<file path="src/rtl/txu_pkg.sv">
package txu_pkg;

    localparam int DATA_BITS = 8;

    typedef enum logic [1:0] {
        ST_IDLE,
        ST_START,
        ST_DATA,
        ST_STOP
    } txu_state_e;

    // Nearest whole number of clocks per bit.
    function automatic longint bit_cycles(input longint clk_hz, input longint baud);
        return (clk_hz + baud / 2) / baud;
    endfunction

endpackage

</file>
<file path="src/rtl/txu_bit_timer.sv">
module txu_bit_timer #(
    parameter int CYC = 16
) (
    input  logic clk,
    input  logic rst,
    input  logic run,
    output logic tick
);
    localparam int CW = $clog2(CYC + 1);

    logic [CW-1:0] cnt_q;

    assign tick = run && (cnt_q == CW'(CYC - 1));

    always_ff @(posedge clk) begin
        if (rst || !run) begin
            cnt_q <= '0;
        end else if (tick) begin
            cnt_q <= '0;
        end else begin
            cnt_q <= cnt_q + CW'(1);
        end
    end

    AST_CNT_BOUND: assert property (@(posedge clk) disable iff (rst)
        cnt_q < CW'(CYC));

endmodule

</file>
<file path="src/rtl/txu_frame_data.sv">
module txu_frame_data #(
    parameter int NB = 8
) (
    input  logic          clk,
    input  logic          rst,
    input  logic          load,
    input  logic [NB-1:0] tx_data,
    input  logic          start_end,
    input  logic          data_tick,
    output logic          pending,
    output logic          data_bit,
    output logic          last_bit
);
    localparam int IW = $clog2(NB);

    logic [NB-1:0] hold_q;
    logic [NB-1:0] shr_q;
    logic [IW-1:0] idx_q;
    logic          pend_q;

    always_ff @(posedge clk) begin
        if (rst) begin
            hold_q <= '0;
            shr_q  <= '0;
            idx_q  <= '0;
            pend_q <= 1'b0;
        end else begin
            if (load) begin
                hold_q <= tx_data;
                pend_q <= 1'b1;
            end
            if (start_end) begin
                shr_q  <= hold_q;
                idx_q  <= '0;
                pend_q <= 1'b0;
            end else if (data_tick) begin
                shr_q <= shr_q >> 1;
                idx_q <= idx_q + IW'(1);
            end
        end
    end

    assign pending  = pend_q;
    assign data_bit = shr_q[0];
    assign last_bit = (idx_q == IW'(NB - 1));

    AST_LOAD_WHEN_FREE: assert property (@(posedge clk) disable iff (rst)
        load |-> !pend_q);

    AST_NO_LOAD_AT_SHIFT: assert property (@(posedge clk) disable iff (rst)
        load |-> !start_end);

endmodule

</file>
<file path="src/rtl/txu_ctrl.sv">
module txu_ctrl
    import txu_pkg::*;
(
    input  logic       clk,
    input  logic       rst,
    input  logic       send,
    input  logic       tick,
    input  logic       pending,
    input  logic       last_bit,
    output txu_state_e state,
    output logic       ready,
    output logic       accept,
    output logic       run
);
    txu_state_e state_q, state_d;

    // State register
    always_ff @(posedge clk) begin
        if (rst) begin
            state_q <= ST_IDLE;
        end else begin
            state_q <= state_d;
        end
    end

    // Next state
    always_comb begin
        state_d = state_q;
        unique case (state_q)
            ST_IDLE:  if (accept) state_d = ST_START;
            ST_START: if (tick) state_d = ST_DATA;
            ST_DATA:  if (tick && last_bit) state_d = ST_STOP;
            ST_STOP:  if (tick) state_d = (pending || accept) ? ST_START : ST_IDLE;
            default:  state_d = ST_IDLE;
        endcase
    end

    // Outputs
    always_comb begin
        ready = 1'b0;
        run   = 1'b1;
        unique case (state_q)
            ST_IDLE: begin
                ready = 1'b1;
                run   = 1'b0;
            end
            ST_STOP: ready = !pending;
            default: ready = 1'b0;
        endcase
        accept = send && ready;
    end

    assign state = state_q;

    AST_DATA_EXIT: assert property (@(posedge clk) disable iff (rst)
        (state_q == ST_DATA && tick && last_bit) |=> (state_q == ST_STOP && ready));

endmodule

</file>
<file path="src/rtl/serial_tx8n1.sv">
module serial_tx8n1
    import txu_pkg::*;
#(
    parameter int CLK_HZ = 16000000,
    parameter int BAUD   = 115200
) (
    input  logic       clk,
    input  logic       rst,
    input  logic [7:0] tx_data,
    input  logic       send,
    output logic       ready,
    output logic       txd
);
    localparam longint BIT_CYC_L  = bit_cycles(longint'(CLK_HZ), longint'(BAUD));
    localparam int     BIT_CYC    = int'(BIT_CYC_L);
    localparam longint DRIFT_RAW  = BIT_CYC_L * BAUD - longint'(CLK_HZ);
    // Frame drift and its limit, both in units of clock periods times BAUD.
    localparam longint FRAME_ERR  = 10 * (DRIFT_RAW < 0 ? -DRIFT_RAW : DRIFT_RAW);
    localparam longint FRAME_LIM  = longint'(CLK_HZ) / 2;

    generate
        if (BIT_CYC < 3) begin : g_rate_bad
            $error("baud rate above one third of the clock");
        end
        if (FRAME_ERR >= FRAME_LIM) begin : g_drift_bad
            $error("clock to baud ratio drifts too far over one frame");
        end
    endgenerate

    txu_state_e state;
    logic tick, run, accept, pending, data_bit, last_bit;

    txu_ctrl u_ctrl (
        .clk      (clk),
        .rst      (rst),
        .send     (send),
        .tick     (tick),
        .pending  (pending),
        .last_bit (last_bit),
        .state    (state),
        .ready    (ready),
        .accept   (accept),
        .run      (run)
    );

    txu_bit_timer #(.CYC(BIT_CYC)) u_timer (
        .clk  (clk),
        .rst  (rst),
        .run  (run),
        .tick (tick)
    );

    txu_frame_data #(.NB(DATA_BITS)) u_data (
        .clk       (clk),
        .rst       (rst),
        .load      (accept),
        .tx_data   (tx_data),
        .start_end (state == ST_START && tick),
        .data_tick (state == ST_DATA && tick),
        .pending   (pending),
        .data_bit  (data_bit),
        .last_bit  (last_bit)
    );

    always_comb begin
        unique case (state)
            ST_START: txd = 1'b0;
            ST_DATA:  txd = data_bit;
            default:  txd = 1'b1;
        endcase
    end

    AST_START_ON_ACCEPT: assert property (@(posedge clk) disable iff (rst)
        (send && ready) |=> (!txd || state == ST_STOP) && !ready);

    AST_READY_RISE_HIGH: assert property (@(posedge clk) disable iff (rst)
        $rose(ready) |-> txd);

    AST_TXD_STEADY: assert property (@(posedge clk) disable iff (rst)
        ($past(run) && run && !$past(tick)) |-> $stable(txd));

    AST_RESET_IDLE: assert property (@(posedge clk)
        rst |=> (ready && txd));

endmodule

</file>
<file path="config.mk">
export PLATFORM = sky130hd
export DESIGN_NAME = serial_tx8n1
export DESIGN_NICKNAME = d
export VERILOG_FILES = /design/src/rtl/txu_pkg.sv /design/src/rtl/txu_bit_timer.sv /design/src/rtl/txu_frame_data.sv /design/src/rtl/txu_ctrl.sv /design/src/rtl/serial_tx8n1.sv
export SDC_FILE = /design/constraint.sdc
export NUM_CORES = 1
export LEC_CHECK = 0
export CORE_MARGIN = 8
export CORE_UTILIZATION = 50
export DETAILED_ROUTE_END_ITERATION = 8
export PLACE_DENSITY = 0.78
export SYNTH_ARGS = -nofsm -noshare
export SYNTH_HDL_FRONTEND = slang
export SYNTH_SLANG_ARGS = --single-unit
</file>
<file path="constraint.sdc">
create_clock -name clk -period 1.6 [get_ports clk]
set_input_delay 0.48 -clock clk [delete_from_list [all_inputs] [get_ports clk]]
set_output_delay 0.48 -clock clk [all_outputs]
set_load 0.01 [all_outputs]
</file>
Word level (Yosys, flattened, before mapping)
Cells that the tools add are included.
{ "word_totals": {"reg_bits": 30, "output_inout_bits": 2} }
{ "op_classes": {"reduce_logical": 13, "eq_ne": 9, "n_mux": 11, "addsub": 2} }
{ "op_table": {"columns": ["cell", "count"], "rows": [
  ["$mux 8", 2],
  ["$add 8x1->8 const B", 1],
  ["$eq 8x8->1 const B", 1],
  ["$mux 2", 4],
  ["$pmux 2 s4", 1],
  ["$logic_and 1x1->1", 5],
  ["$eq 2x2->1 const B", 2],
  ["$ne 2x1->1 const B", 2],
  ["$ne 2x2->1 const B", 2],
  ["$pmux 1 s2", 2],
  ["$reduce_and 4->1", 1],
  ["$reduce_or 2->1", 2],
  ["$add 3x1->3 const B", 1],
  ["$eq 3x3->1 const B", 1],
  ["$eq 2x1->1 const B", 1],
  ["$logic_not 2->1", 1],
  ["$logic_or 1x1->1", 2],
  ["$mux 1", 2],
  ["$reduce_bool 2->1", 1],
  ["$logic_not 1->1", 1]
]} }

Logic depth before layout (Yosys ltp)
{ "logic_depth": {"depth_word": 7, "ltp_mapped": 8} }

Hierarchy
A second synthesis with hierarchy kept.
{ "unflattened": {"hier_cells": 145, "hier_area_um2": 1436.4} }
{ "by_module_without_submodules": {"columns": ["mod", "instances", "area_each_um2", "cells_each"], "rows": [
  ["txu_frame_data", 1, 807.0, 76],
  ["txu_bit_timer", 1, 377.9, 40],
  ["txu_ctrl", 1, 220.2, 24],
  ["serial_tx8n1", 1, 31.3, 5]
]} }

Least setup slack after synthesis
Ideal clock, no wire load.
{ "synth_path": {"path_type": "register to register", "startpoint": "register u_ctrl.state_q[0] (netlist: u_ctrl.state[0])", "endpoint": "register u_ctrl.state_q[1] (netlist: u_ctrl.state[1])", "setup_ps": 72, "t_required_ps": 1528, "path_slack_ps": -113, "stages_incl_launch_ff": 8, "arrival_ps": 1641, "path_cell_list": "dfxtp_1 -> inv_1 -> ha_1 -> nor4bb_2 -> and2_1 -> buf_6 -> a32o_1 -> mux2i_1"} }
{ "synth_via": {"elab_chain_len": 6, "elab_cells_between_ends": 15} }
{ "synth_rtl": {"columns": ["element", "line_no", "text"], "rows": [
  ["from (decl)", "txu_ctrl.sv:15", "txu_state_e state_q, state_d;"],
  ["from (signal assigned)", "txu_ctrl.sv:22", "state_q <= state_d;"],
  ["branches (longest 6 deep; another with $reduce_and 4->1)", null, null]
]} }
Parallel ways; which one is timed is not known.
A chain may end at the register's enable or synchronous reset.

Worst setup path after layout
{ "layout_path": {"startpoint": "register u_ctrl.state_q[1] (netlist: u_ctrl.state[1])", "endpoint": "output port ready"} }
{ "layout_via": {"elab_chain_len": 2, "elab_cells_between_ends": 3} }
{ "layout_rtl": {"columns": ["element", "line_no", "text"], "rows": [
  ["$eq 2x2->1 / $logic_not 2->1 (equally long branches)", "txu_ctrl.sv:42", "unique case (state_q)"],
  ["$pmux 1 s2 *", "txu_ctrl.sv:42", null],
  ["to (decl)", "serial_tx8n1.sv:11", "output logic ready,"]
]} }
Mark *: on every way between the ends. The rest lies on a longest branch, timed or not.

==> key figures <==
STA
  – Pins Over Slew Limit: 0
  – Hold Slack: 0.480 ns
  – RSZ-0062 raised after global routing: yes
  – Relative slew slack: 72.1%
  – Final setup fails: 24
  – Tightest Pin Transition: 0.417 ns
  – Max Freq: 549 MHz
  – Final worst setup slack: -0.221 ns
  – Final Skew: 0.00533 ns
  – Final-report hold violation count: 0
  – Tmin final: 1.82 ns
  – Crit share post-route: 114%

Critical path
  – Critical Path Start Type: register
  – Crit path required time: 1.12 ns
  – Reg2reg path depth: 7
  – CP Max Fanout: 5
  – Reg2reg end: u_data.shr_q[3]$_SDFFE_PP0P_
  – Crit. End Element: output pin
  – CP arrival: 1.34 ns
  – Reg2reg setup slack: -0.17 ns
  – Worst R2R Start: u_ctrl.state[1]$_SDFFE_PP0P_
  – CP Class: reg -> out

Clocking
  – Longest Clk Path Bufs: 2
  – Insertion delay to the later sink of the worst-skew pair: 0.33 ns
  – Clock Tree Root: clkbuf_4
  – CTS tree: yes
  – Clock-pin transition on the worst setup and hold timing paths: 0.10 ns
  – CTS Buf Count: 5
  – Hold buffers post-CTS: 0
  – Num Clock Sinks: 30
  – Htree depth: 2

Global route
  – Gr usage total: 14.2%
  – Initial antenna violation count: 0
  – Total congestion overflow: 0
  – Gr busiest metal: met2
  – Met3 Track Usage GR: 4.46%
  – Vias in the first global route: 1238
  – Met1 usage: 15.4%
  – First-pass GRT wire length: 5710 um
  – Largest net degree at the start of global routing: 24
  – Grt met2 use: 24.7%

Place
  – Placed Cells: 207
  – Routability cong.: 0.879
  – DP Area: 1750 sq um
  – Dpl hpwl: 2180 um
  – Port-buffer cells: 12

Logic synthesis
  – FFs w/ async S/R, synth: 0%
  – Synth Instances: 157
  – Syn_nets: 177
  – Synth Flop Type: dfxtp_1
  – Synth warn: 0
  – Syn Area/Cell: 9.48 sq um
  – Sequential-to-total area share from yosys stat: 40.4%
  – Yosys reg bits: 30
  – Post-synth EDFFs: 0
  – Post-synth cell types: 37
  – Synthesized area: 1490 sq um

Pwr
  – Power Dens Cells: 1470 nW/um^2
  – Leakage: 0.758 nW
  – VDD IR-drop max: 1.40 mV

Layout
  – Nets: 209
  – Fin area: 1930 sq um
  – Final design utilization: 69.5%
  – Commonest non-fill, non-tap cells in the layout: 27 x dfxtp_1, 21 x nor2_1, 17 x buf_4, 11 x nand3_1
  – Commonest non-fill, non-tap cell in the layout: dfxtp_1
  – Non-Filler Instances: 220
  – Fillers: 220
  – Diode count: 0
  – Area Overhead vs Synth: 29.9%
  – Fraction of layout cells with a size suffix above 1: 31.7%

Die
  – Die Wd: 70.5 um
  – Die height: 70.5 um
  – Number of I/O pins: 13
  – Die Footprint: 4980 sq um
  – Initial Util: 53.5%
  – # rows: 19
  – CORE AREA: 2780 sq um

Min path
  – HP Class: reg -> reg
  – WHS Path Cells: 2
  – Hold path startpoint: u_data.idx_q[1]$_SDFFE_PP0P_
  – Hold EP: u_data.idx_q[1]$_SDFFE_PP0P_

Detailed routing
  – First-pass DRT Iterations: 4
  – Antenna Nets Post-Route: 0
  – DR WL/cell: 15.9 um
  – DRC viols: 0
  – Via count: 1231
  – Vias per inst: 5.60
  – Drt initial violations: 61
  – Final WL: 3490 um

Status
  – Failing checks: setup timing
  – Status: complete, but fails checks

Job
  – Max-Cap Viols: 0
==> flip-flops by register name (all words and copies together), names as in the netlist <==
name	count
u_data.pending	1
u_data.shr_q	8
u_ctrl.state	2
u_data.idx_q	3
u_data.hold_q	8
u_timer.cnt_q	8
==> report_power, final <==
| part | total [W] | internal [W] | switching [W] |
|---|---|---|---|
| clock | 0.000422 | 0.000158 | 0.000264 |
| combinational | 0.00145 | 0.000734 | 0.000718 |
| sequential | 0.000962 | 0.000863 | 0.0000989 |
| total | 0.00284 | 0.00175 | 0.00108 |
==> routing by layer <==
| layer | vias up | share of wire (%) |
|---|---|---|
| li1 | 611 | - |
| met1 | 579 | 42 |
| met2 | 33 | 51 |
| met3 | 8 | 5.4 |
| met4 | 0 | 1.9 |
| met5 | - | 0 |
==> cell type report <==
type	instances	area, sq um	share of cell area [%]
Sequential cell	30	609	31.5
Multi-Input combinational cell	104	860	44.5
Inverter	14	57.6	2.98
Timing Repair Buffer	34	320	16.6
Clock buffer	5	37.5	1.94
Clock inverter	2	10.0	0.518
Tap cell	31	38.8	2.01
==> critical path, stage by stage (launching register included) <==
cell and delay, ns:
dfxtp_4 0.41, inv_4 0.06, ha_4 0.24, inv_2 0.06
o21a_1 0.11, buf_2 0.13
==> worst max path at each step <==
stage | start | depth (start not counted) | endpoint
after CTS | u_ctrl.state[1]$_SDFFE_PP0P_ | 5 | ready
after detailed placement | u_ctrl.state[0]$_SDFFE_PP0P_ | 4 | txd
after global routing | u_ctrl.state[1]$_SDFFE_PP0P_ | 8 | u_ctrl.state[0]$_SDFFE_PP0P_
after floorplan | u_timer.cnt_q[0]$_SDFF_PP0_ | 8 | u_timer.cnt_q[2]$_SDFF_PP0_
after global placement | u_ctrl.state[0]$_SDFFE_PP0P_ | 5 | ready
final | u_ctrl.state[1]$_SDFFE_PP0P_ | 5 | ready
==> cell usage after synthesis (2+ instances only) <==
cell type,n,area [sq um]
a221oi_1,3,26.3
dfxtp_1,30,601
nor2b_1,3,18.8
o21ai_0,8,40.0
buf_2,3,15.0
nand3_1,11,55.1
a221oi_2,6,90.1
xor2_1,5,43.8
nand4_1,2,12.5
mux2i_1,10,100
nor2_1,21,78.8
clkbuf_1,2,7.51
nand2_1,4,15.0
nand2b_1,2,12.5
ha_1,9,113
o211ai_1,2,15.0
inv_1,13,48.8
and3_1,2,12.5
a21oi_1,3,15.0
==> timing repair <==
item                       CTS  global route
gates cloned                 1             0
resized for setup           28             6
pin swaps                   18             2
setup endpoints to repair   24            32
setup buffers                5             1
==> kinds of logic after synthesis <==
logic type,count (synthesis),share of synthesized area (%)
multiplexers,10,6.73
AO/OA/AOI/OAI,27,15.5
flip-flops,30,40.4
AND/OR/NAND/NOR,52,18.2
XOR/XNOR,6,3.53
adder cells (fa/ha/maj),9,7.57
buffers and inverters,23,8.16
==> metrics by stage <==
step                      worst slack, ns  setup TNS [ns]  power (W)
final                              -0.221           -2.34    0.00284
after global routing               -0.286           -4.81    0.00300
after CTS                          -0.211           -2.02    0.00276
after detailed placement           -0.283           -3.70    0.00217
after global placement             -0.236           -3.32    0.00214
after floorplan                   0.00161               0    0.00174
(Power assumes the default switching activity.)
